**src/rtl/edac_pkg.sv**
```systemverilog
package edac_pkg;
  parameter int DW = 16;
  parameter int CW = 6;
  parameter int SW = DW + CW;

  typedef logic [DW-1:0] data_t;
  typedef logic [CW-1:0] chk_t;

  typedef enum logic [1:0] {
    M_WRITE = 2'b00,
    M_READ  = 2'b01,
    M_CORR  = 2'b10,
    M_LATCH = 2'b11
  } mode_e;

  function automatic int popc(chk_t v);
    int n = 0;
    for (int b = 0; b < CW; b++) n += int'(v[b]);
    return n;
  endfunction

  // column of data bit idx: odd weight >= 3, ordered by weight then value
  function automatic chk_t data_col(int idx);
    chk_t r = '0;
    int k = 0;
    for (int w = 3; w <= CW; w += 2)
      for (int v = 0; v < (1 << CW); v++)
        if (popc(chk_t'(v)) == w) begin
          if (k == idx) r = chk_t'(v);
          k++;
        end
    return r;
  endfunction

  function automatic chk_t make_check(data_t d);
    chk_t c = '0;
    for (int i = 0; i < DW; i++)
      if (d[i]) c ^= data_col(i);
    return c;
  endfunction
endpackage

```
**src/rtl/edac_encoder.sv**
```systemverilog
module edac_encoder
  import edac_pkg::*;
(
  input  data_t d,
  output chk_t  c
);
  // one parity tree per check bit over the data bits whose column has that bit
  for (genvar j = 0; j < CW; j++) begin : g_par
    data_t mask;
    for (genvar i = 0; i < DW; i++) begin : g_m
      localparam chk_t COL = data_col(i);
      assign mask[i] = COL[j];
    end
    assign c[j] = ^(d & mask);
  end
endmodule

```
**src/rtl/edac_decoder.sv**
```systemverilog
module edac_decoder
  import edac_pkg::*;
(
  input  data_t d,
  input  chk_t  c,
  output chk_t  syn,
  output data_t fixed,
  output logic  any_err,
  output logic  uncorr
);
  chk_t  recomp;
  data_t hit;
  logic  chk_hit;

  edac_encoder u_enc (.d(d), .c(recomp));

  assign syn = recomp ^ c;

  for (genvar i = 0; i < DW; i++) begin : g_hit
    localparam chk_t COL = data_col(i);
    assign hit[i] = (syn == COL);
  end

  assign chk_hit = (popc(syn) == 1);
  assign fixed   = d ^ hit;
  assign any_err = (syn != '0);
  assign uncorr  = any_err && !(|hit) && !chk_hit;

  always_comb begin

    hit_onehot_chk: assert ($onehot0(hit));
  end
endmodule

```
**src/rtl/edac_store.sv**
```systemverilog
module edac_store
  import edac_pkg::*;
(
  input  logic  clk,
  input  logic  rst_n,
  input  logic  cap,
  input  data_t d_in,
  input  chk_t  c_in,
  output data_t d_q,
  output chk_t  c_q
);
  always_ff @(posedge clk or negedge rst_n)
    if (!rst_n) begin
      d_q <= '0;
      c_q <= '0;
    end else if (cap) begin
      d_q <= d_in;
      c_q <= c_in;
    end


  latch_capture_chk: assert property (@(posedge clk) disable iff (!rst_n)
    cap |=> (d_q == $past(d_in) && c_q == $past(c_in)));
endmodule

```
**src/rtl/edac_sec_ded.sv**
```systemverilog
module edac_sec_ded
  import edac_pkg::*;
(
  input  logic          clk,
  input  logic          rst_n,
  input  logic          sel_hi,
  input  logic          sel_lo,
  input  logic [DW-1:0] dat_in,
  output logic [DW-1:0] dat_out,
  output logic          dat_oe,
  input  logic [CW-1:0] chk_in,
  output logic [CW-1:0] chk_out,
  output logic          chk_oe,
  output logic          err_single,
  output logic          err_double
);
  mode_e mode;
  assign mode = mode_e'({sel_hi, sel_lo});

  data_t lat_d, dec_fix, r_fix;
  chk_t  lat_c, wr_chk, dec_syn, r_syn;
  logic  dec_any, dec_unc, r_sef, r_def;
  logic  in_write, in_corr, flags_en;

  assign in_write = (mode == M_WRITE);
  assign in_corr  = (mode == M_CORR);
  assign flags_en = sel_hi;

  edac_encoder u_wr (.d(dat_in), .c(wr_chk));

  edac_store u_st (
    .clk(clk), .rst_n(rst_n), .cap(mode == M_LATCH),
    .d_in(dat_in), .c_in(chk_in), .d_q(lat_d), .c_q(lat_c)
  );

  edac_decoder u_dec (
    .d(lat_d), .c(lat_c), .syn(dec_syn), .fixed(dec_fix),
    .any_err(dec_any), .uncorr(dec_unc)
  );

  always_ff @(posedge clk or negedge rst_n)
    if (!rst_n) begin
      r_fix <= '0;
      r_syn <= '0;
      r_sef <= 1'b0;
      r_def <= 1'b0;
    end else begin
      r_fix <= dec_fix;
      r_syn <= dec_syn;
      r_sef <= dec_any;
      r_def <= dec_unc;
    end

  assign dat_out    = r_fix;
  assign dat_oe     = in_corr;
  assign chk_out    = in_write ? wr_chk : r_syn;
  assign chk_oe     = in_write || in_corr;
  assign err_single = flags_en && r_sef;
  assign err_double = flags_en && r_def;


  dbl_implies_single_chk: assert property (@(posedge clk) disable iff (!rst_n)
    err_double |-> err_single);


  flags_quiet_low_chk: assert property (@(posedge clk) disable iff (!rst_n)
    !sel_hi |-> (!err_single && !err_double && !dat_oe));


  clean_passthru_chk: assert property (@(posedge clk) disable iff (!rst_n)
    (in_corr && !err_single) |-> (dat_out == lat_d && chk_out == '0));


  corr_hold_chk: assert property (@(posedge clk) disable iff (!rst_n)
    (in_corr && $past(in_corr) && $past(in_corr, 2)) |->
      ($stable(dat_out) && $stable(chk_out) && $stable(err_double)));
endmodule

```
**config.mk**
```make
export PLATFORM = sky130hd
export DESIGN_NAME = edac_sec_ded
export DESIGN_NICKNAME = d
export VERILOG_FILES = /design/src/rtl/edac_pkg.sv /design/src/rtl/edac_encoder.sv /design/src/rtl/edac_decoder.sv /design/src/rtl/edac_store.sv /design/src/rtl/edac_sec_ded.sv
export SDC_FILE = /design/constraint.sdc
export NUM_CORES = 1
export LEC_CHECK = 0
export ABC_AREA = 1
export ABC_CLOCK_PERIOD_IN_PS = 4000
export CORE_ASPECT_RATIO = 1.75
export CORE_MARGIN = 4
export CORE_UTILIZATION = 50
export CTS_BUF_LIST = sky130_fd_sc_hd__clkbuf_4
export CTS_CLUSTER_DIAMETER = 60
export DETAILED_ROUTE_END_ITERATION = 10
export PLACE_DENSITY = 0.83
export RECOVER_POWER = 100
export SLEW_MARGIN = 0
export SYNTH_ARGS = -nofsm -noshare
export SYNTH_HDL_FRONTEND = slang
export SYNTH_SLANG_ARGS = --single-unit
```
**constraint.sdc**
```tcl
create_clock -name clk -period 4 [get_ports clk]
set_input_delay 0.8 -clock clk [delete_from_list [all_inputs] [get_ports clk]]
set_output_delay 0.8 -clock clk [all_outputs]
set_load 0.1 [all_outputs]
```
==> results of run 1 <==
[power by group through the flow]
| stage | Sequential (mW) | Combinational, mW | Clock (mW) |
|---|---|---|---|
| after floorplan | 0.919 | 1.22 | 0 |
| after global placement | 0.634 | 1.90 | 0 |
| after detailed placement | 0.633 | 1.97 | 0 |
| after CTS | 0.626 | 1.98 | 0.281 |
| after global routing | 0.638 | 2.16 | 0.302 |
| final | 0.628 | 1.99 | 0.275 |
[final timing paths]
path | start | end | slack, ns | cells past startpoint
worst max-delay path | u_st.d_q[11] | r_def | 0.26 | 21
max in group asynchronous | rst_n | u_st.d_q[7] | 1.43 | 1
worst min register to register | u_st.c_q[0] | u_st.c_q[0] | 0.55 | 1
worst min-delay path | u_st.c_q[0] | u_st.c_q[0] | 0.55 | 1
min in group asynchronous | rst_n | u_st.d_q[5] | 1.10 | 1
worst max register to register | u_st.d_q[11] | r_def | 0.26 | 21
[critical path: cells and delay by family (launching register included)]
family                   cells  cell delay, ns
XOR/XNOR                     3            0.70
buffers and inverters        4            0.37
AND/OR/NAND/NOR             10            0.84
flip-flops                   1            0.43
adder cells (fa/ha/maj)      4            1.33
[state kept, by name (all words and copies together), names as in the netlist]
register / flops
r_sef: 1
u_st.d_q: 16
r_def: 1
r_syn: 6
dat_out: 16
u_st.c_q: 6
[logic make-up (layout without fill, tap and decap cells)]
| group | Yosys count | after routing | share of synthesized area, % |
|---|---|---|---|
| AO/OA/AOI/OAI | 27 | 27 | 4.44 |
| other | 0 | 1 | 0 |
| XOR/XNOR | 67 | 67 | 19.3 |
| buffers and inverters | 55 | 108 | 7.47 |
| multiplexers | 2 | 2 | 0.739 |
| flip-flops | 46 | 46 | 37.8 |
| adder cells (fa/ha/maj) | 7 | 7 | 3.12 |
| AND/OR/NAND/NOR | 185 | 185 | 27.2 |
[routing by layer]
layer / routed length (um) / vias to the layer above / share of wire [%]
li1: - / 1310 / -
met1: 2360 / 1213 / 34
met2: 3790 / 84 / 55
met3: 338 / 28 / 4.9
met4: 406 / 0 / 5.9
met5: 0 / - / 0
[synthesized netlist by cell type]
master | count | area [um2]
nand2_1 | 98 | 368
dfrtp_1 | 46 | 1150
xor2_1 | 45 | 394
inv_1 | 39 | 146
nor2_1 | 36 | 135
nand3_1 | 24 | 120
xnor2_1 | 22 | 193
a21oi_1 | 20 | 100
nand2_2 | 9 | 56.3
inv_2 | 8 | 30.0
o21ai_0 | 7 | 35.0
ha_1 | 6 | 75.1
nand4_1 | 6 | 37.5
clkbuf_1 | 5 | 18.8
nor2_2 | 4 | 25.0
nand2_4 | 3 | 33.8
mux2_2 | 2 | 22.5
nand3_2 | 2 | 20.0
nand4_2 | 2 | 25.0
buf_6 | 1 | 11.3
buf_8 | 1 | 15.0
fa_1 | 1 | 20.0
inv_4 | 1 | 6.26
nand3b_1 | 1 | 7.51
[cells in the final DEF (no fill, tap or decap), drive strengths merged]
cell           Yosys  routed
xor2              45      45
buf                2      10
o21ai              7       7
mux2               2       2
a21oi             20      20
bufinv             0       1
dlygate4sd3        0       1
nand4              8       8
clkdlybuf4s50      0      39
nand3b             1       1
nand2            110     110
fa                 1       1
nor2              40      40
dfrtp             46      46
nand3             26      26
ha                 6       6
diode              0       1
inv               48      48
clkinv             0       2
clkbuf             5       7
xnor2             22      22
[stage by stage]
| step | cell area (um2) | power (mW) | hold WS, ns | util [%] | worst slack, ns |
|---|---|---|---|---|---|
| final | 3740 | 2.89 | 0.546 | 63.7 | 0.262 |
| after global routing | 3740 | 3.10 | 0.571 | 63.7 | 0.000103 |
| after CTS | 3740 | 2.88 | 0.546 | 63.6 | 0.245 |
| after detailed placement | 3660 | 2.60 | 0.517 | 62.3 | 0.270 |
| after global placement | 3660 | 2.54 | 0.516 | 62.3 | 0.391 |
| after floorplan | 3050 | 2.14 | 0.499 | - | 0.248 |
[layout make-up]
cell class,instances,area [um2]
clock buffer,5,37.5
tap,78,97.6
multi-input combinational,288,1670
sequential,46,1150
inverter,48,183
fill,535,2140
antenna,1,2.50
clock inverter,3,40.0
timing repair buffer,52,558
[what timing repair did]
item	4_1_cts	5_1_grt
endpoints found under the hold margin	0	0
setup endpoints to repair	0	1
resized for setup	0	4
==> results.cfg, run 1 <==
[clocking]
cts.clk_slew.worst_paths_ns = 0.12
hold_buffers = 0
post_cts_buffers = 0
cts_made_buffers = 5
cts_buffer_depth = 2
cts_tree = yes
root_buffer = clkbuf_4
h-tree-depth = 2
clock_latency_ns = 0.37
clock-sinks = 46

[setup_path]
critPathKind = flop to flop
cp_max_fo = 5
arrival_ns = 4.04
critPathLaunchType = flop
path_cells = inv_1 > nand2_1 > nand2_1 > xor2_1 > xnor2_2 > inv_1 > ha_1 > xor2_1 > inv_1 > ha_1 > ha_1 > nand3_1 > nand2_1 > inv_1 > fa_1 > nand2_1 > nand3b_1 > nand2_1 > nor2_1 > nand2_1 > nor2_2
cpMostUsedCell = nand2_1
worstPathRequired_ns = 4.31
cp-end-kind = flop
crit_slowest_cell = dfrtp_1
cp_slowest_stage_delay_ns = 0.43

[global_routing]
met1_usage_pct = 19.5
grt.total_usage_pct = 20.1
antenna_found_initial = 1
use_met3_pct = 3.65
gr-total-overflow = 0
met2_usage_pct = 36.2
gr-max-usage-layer = met2
grt_first_pass_wirelength_um = 11400
grt_max_degree = 47
grt_pass1_vias = 2617

[sta]
maxSlewViolCount = 90
worstMarginPinSlew_ns = 2.32
setup_violations = 0
fin_crit_ns = 3.74
rsz0062_at_grt = false
hold_viol = 0
max_freq_mhz = 268
setup-tns-final_ns = 0
maxSlewHeadroom_pct = -54.4
timing.final.crit_share_pct = 93.4
clock_skew_ns = 0.0123

[die]
die_x_um = 67.0
start_util_pct = 51.8
pin_count = 52
dieHeight_um = 111
die_area_mm2 = 0.00745
core_mm2 = 0.00588
rows = 37

[detailed_routing]
route.detailed.drc = 0
first_pass_iters = 4
drtIter0Drc = 100
drt_wl_total_um = 6900
wl_per_cell_um = 13.2
vias = 2635
drtAntennaViolNets = 0
viasPerCell = 5.06

[yosys]
synth_area_mm2 = 0.00305
yosysWarnings = 0
synth_cells = 389
syn_nets = 422
ys_ff_latch = 46
synth.distinct_cells = 24
seq_area_frac_synth_pct = 37.8
syn_area_per_cell_um2 = 7.83

[pwr]
comb_power_share_pct = 68.8
clkPwrFrac_pct = 9.5
powerDensity_mw_per_mm2 = 772
max-vdd-ir-drop_uv = 528
cellLeakagePower_nw = 1.89
netSwitchingPower_mw = 1.53
p_int_mw = 1.36
sw_frac_of_total_pct = 53.0
seq_power_share_pct = 21.7

[placement]
dp_hpwl_um = 5560
place_congestion = 0.928
placedCellCount = 512
numPortBuffers = 51

[run_status]
status = finished, violations left
failed_checks = max-capacitance violations, max-slew violations

[worst_hold_path]
hold_class = flop to flop

[layout]
instances_no_fill = 521
area_growth_pct = 22.9
nets = 474
layout-drive-gt1-share_pct = 11.3

[job]
cap_violations = 2
Power figures use the tool's default switching activity.
==> inputs of run 2 (changes only) <==
--- a/config.mk
+++ b/config.mk
@@ -7,13 +7,13 @@
 export LEC_CHECK = 0
 export ABC_AREA = 1
 export ABC_CLOCK_PERIOD_IN_PS = 4000
-export CORE_ASPECT_RATIO = 1.75
+export CORE_ASPECT_RATIO = 0.6
 export CORE_MARGIN = 4
-export CORE_UTILIZATION = 50
+export CORE_UTILIZATION = 40
 export CTS_BUF_LIST = sky130_fd_sc_hd__clkbuf_4
 export CTS_CLUSTER_DIAMETER = 60
 export DETAILED_ROUTE_END_ITERATION = 10
-export PLACE_DENSITY = 0.83
+export PLACE_DENSITY = 0.7
 export RECOVER_POWER = 100
 export SLEW_MARGIN = 0
 export SYNTH_ARGS = -nofsm -noshare
==> run 2 against run 1 <==
Effect of this change: the flow still finishes with violations (max-capacitance violations, max-slew violations); critical endpoint unchanged; register-to-register slack worse by 0.03 ns; sequential share of layout area decreased by 0.55 points; combinational power up 3%; design area rose by 1.8%; via count decreased by 0.57%; global-route usage fell by 2.3 points; critical path type unchanged; fmax down 0.83%; cell count up 6.0%.
==> results.cfg, run 2 (same netlist as run 1, synthesis figures left out) <==
[clocking]
root_buffer = clkbuf_4
cts_made_buffers = 5
cts_tree = yes
cts_buffer_depth = 2
h-tree-depth = 2
clock_latency_ns = 0.38
clock-sinks = 46
hold_buffers = 0
cts.clk_slew.worst_paths_ns = 0.14

[worst_hold_path]
min_delay_worst_endpoint = u_st.c_q[2]
hold_class = flop to flop
hp-start = u_st.c_q[2]
hold_depth = 2

[setup_path]
critPathLaunchType = flop
arrival_ns = 4.06
worstPathRequired_ns = 4.29
reg2regPathDepth = 20
cp_max_fo = 4
regToRegEndpoint = r_def
rrSetupSlack_ns = 0.23
critPathKind = flop to flop
rr_startpoint = u_st.d_q[4]
cp-end-kind = flop

[placement]
preCtsSetupSlack_ns = 0.209
numPortBuffers = 51
place_congestion = 0.909
dp_hpwl_um = 6120

[global_routing]
grt_pass1_vias = 2461
antenna_found_initial = 0
gr-total-overflow = 0
grt.total_usage_pct = 17.8
grt_first_pass_wirelength_um = 12400
grt_max_degree = 47

[layout]
diodes = 0
final_cell_mix = nand2_1 (100), xor2_1 (45), dfrtp_1 (45)
area_growth_pct = 25.1
final_common_cell = nand2_1
layout-drive-gt1-share_pct = 12.7
nets = 480

[pwr]
cellLeakagePower_nw = 1.90
max-vdd-ir-drop_uv = 340
power.total_mw = 2.91
powerDensity_mw_per_mm2 = 763

[sta]
setup_violations = 0
fin_crit_ns = 3.77
whs_ns = 0.544
hold_viol = 0
maxSlewViolCount = 47
setup_ws_ns = 0.231
timing.final.crit_share_pct = 94.2
maxSlewHeadroom_pct = -62.1
clock_skew_ns = 0.00439
worstMarginPinSlew_ns = 2.43
max_freq_mhz = 265

[die]
pin_count = 52
dieHeight_um = 75.6
core_mm2 = 0.00733
start_util_pct = 41.6
rows = 24
die_area_mm2 = 0.00912
die_x_um = 121

[job]
cap_violations = 1

[detailed_routing]
drtAntennaViolNets = 0
route.detailed.drc = 0
drtIter0Drc = 169
drt_wl_total_um = 7690
first_pass_iters = 5
wl_per_cell_um = 13.9
vias = 2620
viasPerCell = 4.75

[run_status]
failed_checks = max-capacitance violations, max-slew violations
status = finished, violations left
-- run 2: worst max-delay path by stage --
| stage | start | to | slack (ns) | depth (start not counted) |
|---|---|---|---|---|
| after floorplan | dat_in[3] | chk_out[2] | 0.25 | 5 |
| after global placement | u_st.d_q[0] | r_def | 0.35 | 20 |
| after detailed placement | u_st.d_q[7] | r_def | 0.21 | 22 |
| after CTS | u_st.d_q[7] | r_def | 0.18 | 22 |
| after global routing | u_st.d_q[7] | r_def | -0.02 | 22 |
| final | u_st.d_q[4] | r_def | 0.23 | 20 |
-- run 2: repair_timing --
item	CTS	global route
endpoints found under the setup margin	0	1
buffers inserted	0	5
resized for setup	0	5
-- run 2: layout make-up --
type | instances | area [um2]
Fill cell | 715 | 3520
Sequential cell | 46 | 1150
Inverter | 48 | 183
Multi-Input combinational cell | 288 | 1690
Clock inverter | 3 | 16.3
Timing Repair Buffer | 58 | 607
Tap cell | 104 | 130
Clock buffer | 5 | 37.5
-- run 2: metal layers --
layer | track usage (%) | part of all wire, % | up-vias
met5 | 0 | 0 | -
met4 | 4.15 | 0.78 | 0
met3 | 3.78 | 9.2 | 8
met2 | 26.4 | 41 | 95
met1 | 26.8 | 49 | 1204
li1 | - | - | 1313
-- run 2: critical path: stages (launching register included) --
cell and delay [ns]:
dfrtp_1 0.44, buf_4 0.15, xor2_1 0.16, xnor2_1 0.19, xor2_1 0.21, xor2_1 0.39
ha_4 0.28, xor2_1 0.15, inv_1 0.06, ha_1 0.27, ha_1 0.30, nand3_1 0.11
nand2_1 0.07, inv_1 0.04, fa_1 0.47, nand2_1 0.05, nand3b_1 0.14, nand2_1 0.07
nor2_1 0.05, nand2_1 0.07, nor2_2 0.04
-- run 2: metrics by stage --
stage	cells	TNS (ns)	cell area (um2)	utilization, %
final	552	0	3810	52.0
after detailed placement	539	0	3700	50.5
after global placement	539	0	3700	50.5
after floorplan	389	0	3050	-
after global routing	552	-0.0181	3810	52.0
after CTS	547	0	3760	51.3
-- run 2: power by group --
group / internal (mW) / leakage, nW / total (mW) / switching (mW)
Sequential: 0.571 / 0.521 / 0.633 / 0.0620
Clock: 0.0656 / 0.0286 / 0.228 / 0.162
Combinational: 0.712 / 1.35 / 2.05 / 1.34
==> inputs of run 3 (changes only) <==
--- a/config.mk
+++ b/config.mk
@@ -8,7 +8,7 @@
 export ABC_AREA = 1
 export ABC_CLOCK_PERIOD_IN_PS = 4000
 export CORE_ASPECT_RATIO = 0.6
-export CORE_MARGIN = 4
+export CORE_MARGIN = 2
 export CORE_UTILIZATION = 40
 export CTS_BUF_LIST = sky130_fd_sc_hd__clkbuf_4
 export CTS_CLUSTER_DIAMETER = 60
==> run 3 against run 2 <==
Effect of this change: the run still ends with max-capacitance violations, max-slew violations left; sequential power hardly changed; count of clock-buffer cells in the layout is 1 higher; design area is 1.2% higher; non-clock buffer count is 2 lower; combinational power hardly changed; critical path type unchanged.
==> results.cfg, run 3 (same netlist as run 1, synthesis figures left out) <==
[setup_path]
rr_startpoint = u_st.d_q[1]
reg2regPathDepth = 19
cp_max_fo = 4
critPathKind = flop to flop
critPathLaunchType = flop
rrSetupSlack_ns = 0.21
cp-end-kind = flop
arrival_ns = 4.09
startpoint = u_st.d_q[1]
worstPathRequired_ns = 4.30

[layout]
layout-drive-gt1-share_pct = 13.9
nets = 478
diodes = 0
instances_no_fill = 550
fillers = 698
final_common_cell = nand2_1
final_cell_mix = nand2_1 (99), dfrtp_1 (45), xor2_1 (41)
area_growth_pct = 26.6

[detailed_routing]
drtIter0Drc = 120
wl_per_cell_um = 13.9
vias = 2665
first_pass_iters = 4
drtAntennaViolNets = 0
drt_wl_total_um = 7660
route.detailed.drc = 0
viasPerCell = 4.85

[sta]
timing.final.crit_share_pct = 94.8
fin_crit_ns = 3.79
maxSlewHeadroom_pct = -62.0
setup_violations = 0
max_freq_mhz = 264
setup-tns-final_ns = 0
whs_ns = 0.557
worstMarginPinSlew_ns = 2.43
maxSlewViolCount = 47
clock_skew_ns = 0.0110
hold_viol = 0

[global_routing]
grt.total_usage_pct = 19.5
met1_usage_pct = 30.6
met2_usage_pct = 27.4
grt_first_pass_wirelength_um = 12400
antenna_found_initial = 0
gr-total-overflow = 0
grt_max_degree = 47
gr-max-usage-layer = met1
use_met3_pct = 4.31
grt_pass1_vias = 2496

[run_status]
failed_checks = max-capacitance violations, max-slew violations
status = finished, violations left

[clocking]
h-tree-depth = 2
clock-sinks = 46
cts_made_buffers = 5
cts.clk_slew.worst_paths_ns = 0.15
root_buffer = clkbuf_4
hold_buffers = 0
clock_latency_ns = 0.38
cts_tree = yes
cts_buffer_depth = 2

[pwr]
max-vdd-ir-drop_uv = 417
powerDensity_mw_per_mm2 = 777
cellLeakagePower_nw = 1.91

[die]
pin_count = 52
die_x_um = 117
rows = 24
dieHeight_um = 71.6
core_mm2 = 0.00733
die_area_mm2 = 0.00835
start_util_pct = 41.6

[job]
cap_violations = 1

[worst_hold_path]
hold_class = flop to flop
hp-start = u_st.c_q[2]
hold_depth = 2

[placement]
numPortBuffers = 51
placedCellCount = 539
dp_hpwl_um = 6060
place_congestion = 0.894
==> run 3: cell types whose count changed in the layout (fill, tap and decap cells not counted) <==
cell,delta
nand2_2,+1
clkinv_1,-1
inv_1,-1
xor2_2,+4
clkbuf_4,+1
xor2_1,-4
buf_4,-2
inv_2,+1
clkinv_2,-1
nand2_1,-1
bufinv_16,+1
==> run 3: report_power, final <==
| part | total (mW) | switching (mW) | leakage, nW | internal (mW) |
|---|---|---|---|---|
| Clock | 0.302 | 0.163 | 0.0419 | 0.139 |
| Combinational | 2.06 | 1.37 | 1.35 | 0.697 |
| Sequential | 0.633 | 0.0620 | 0.521 | 0.571 |
| Total | 3.00 | 1.59 | 1.91 | 1.41 |
==> run 3: per-stage QoR <==
step                      cell area, um2  power (mW)  setup WS (ns)  utilization (%)
after floorplan                     3050        2.14          0.248                -
after global placement              3700        2.56          0.359             50.5
after detailed placement            3700        2.60          0.196             50.5
after CTS                           3780        2.91          0.135             51.7
after global routing                3860        3.21        -0.0438             52.6
final                               3860        3.00          0.208             52.6
==> run 3: routing by layer <==
layer | routed length, um | up-vias | share of wire (%)
li1 | - | 1311 | -
met1 | 3770 | 1245 | 49
met2 | 3220 | 98 | 42
met3 | 600 | 11 | 7.8
met4 | 68 | 0 | 0.89
met5 | 0 | - | 0
==> run 3: final timing paths <==
kind,end
setup / recovery,r_def
hold / removal,u_st.c_q[2]
setup reg to reg,r_def
hold reg to reg,u_st.c_q[2]
max in group asynchronous,u_st.d_q[7]
min in group asynchronous,dat_out[5]
==> run 3: layout make-up <==
cell class | instances | area, um2 | area share, %
timing repair buffer | 56 | 592 | 15.3
inverter | 48 | 183 | 4.74
sequential | 46 | 1150 | 29.9
multi-input combinational | 288 | 1720 | 44.5
clock inverter | 2 | 37.5 | 0.973
clock buffer | 6 | 45.0 | 1.17
tap | 104 | 130 | 3.37
==> run 3: critical path, cell delays in order, from the launching register on <==
cell      delay (ns)
dfrtp_1         0.46
xnor2_2         0.27
xnor2_1         0.19
xor2_1          0.28
xor2_2          0.32
ha_4            0.26
xor2_1          0.15
inv_1           0.06
ha_1            0.27
ha_1            0.30
nand3_1         0.11
nand2_1         0.07
inv_1           0.05
fa_1            0.48
nand2_1         0.06
nand3b_1        0.15
nand2_1         0.07
nor2_1          0.05
nand2_1         0.07
nor2_2          0.04
==> run 3: timing repair <==
action | 4_1_cts | 5_1_grt
resized for setup | 0 | 9
buffers inserted | 0 | 3
endpoints found under the setup margin | 0 | 1
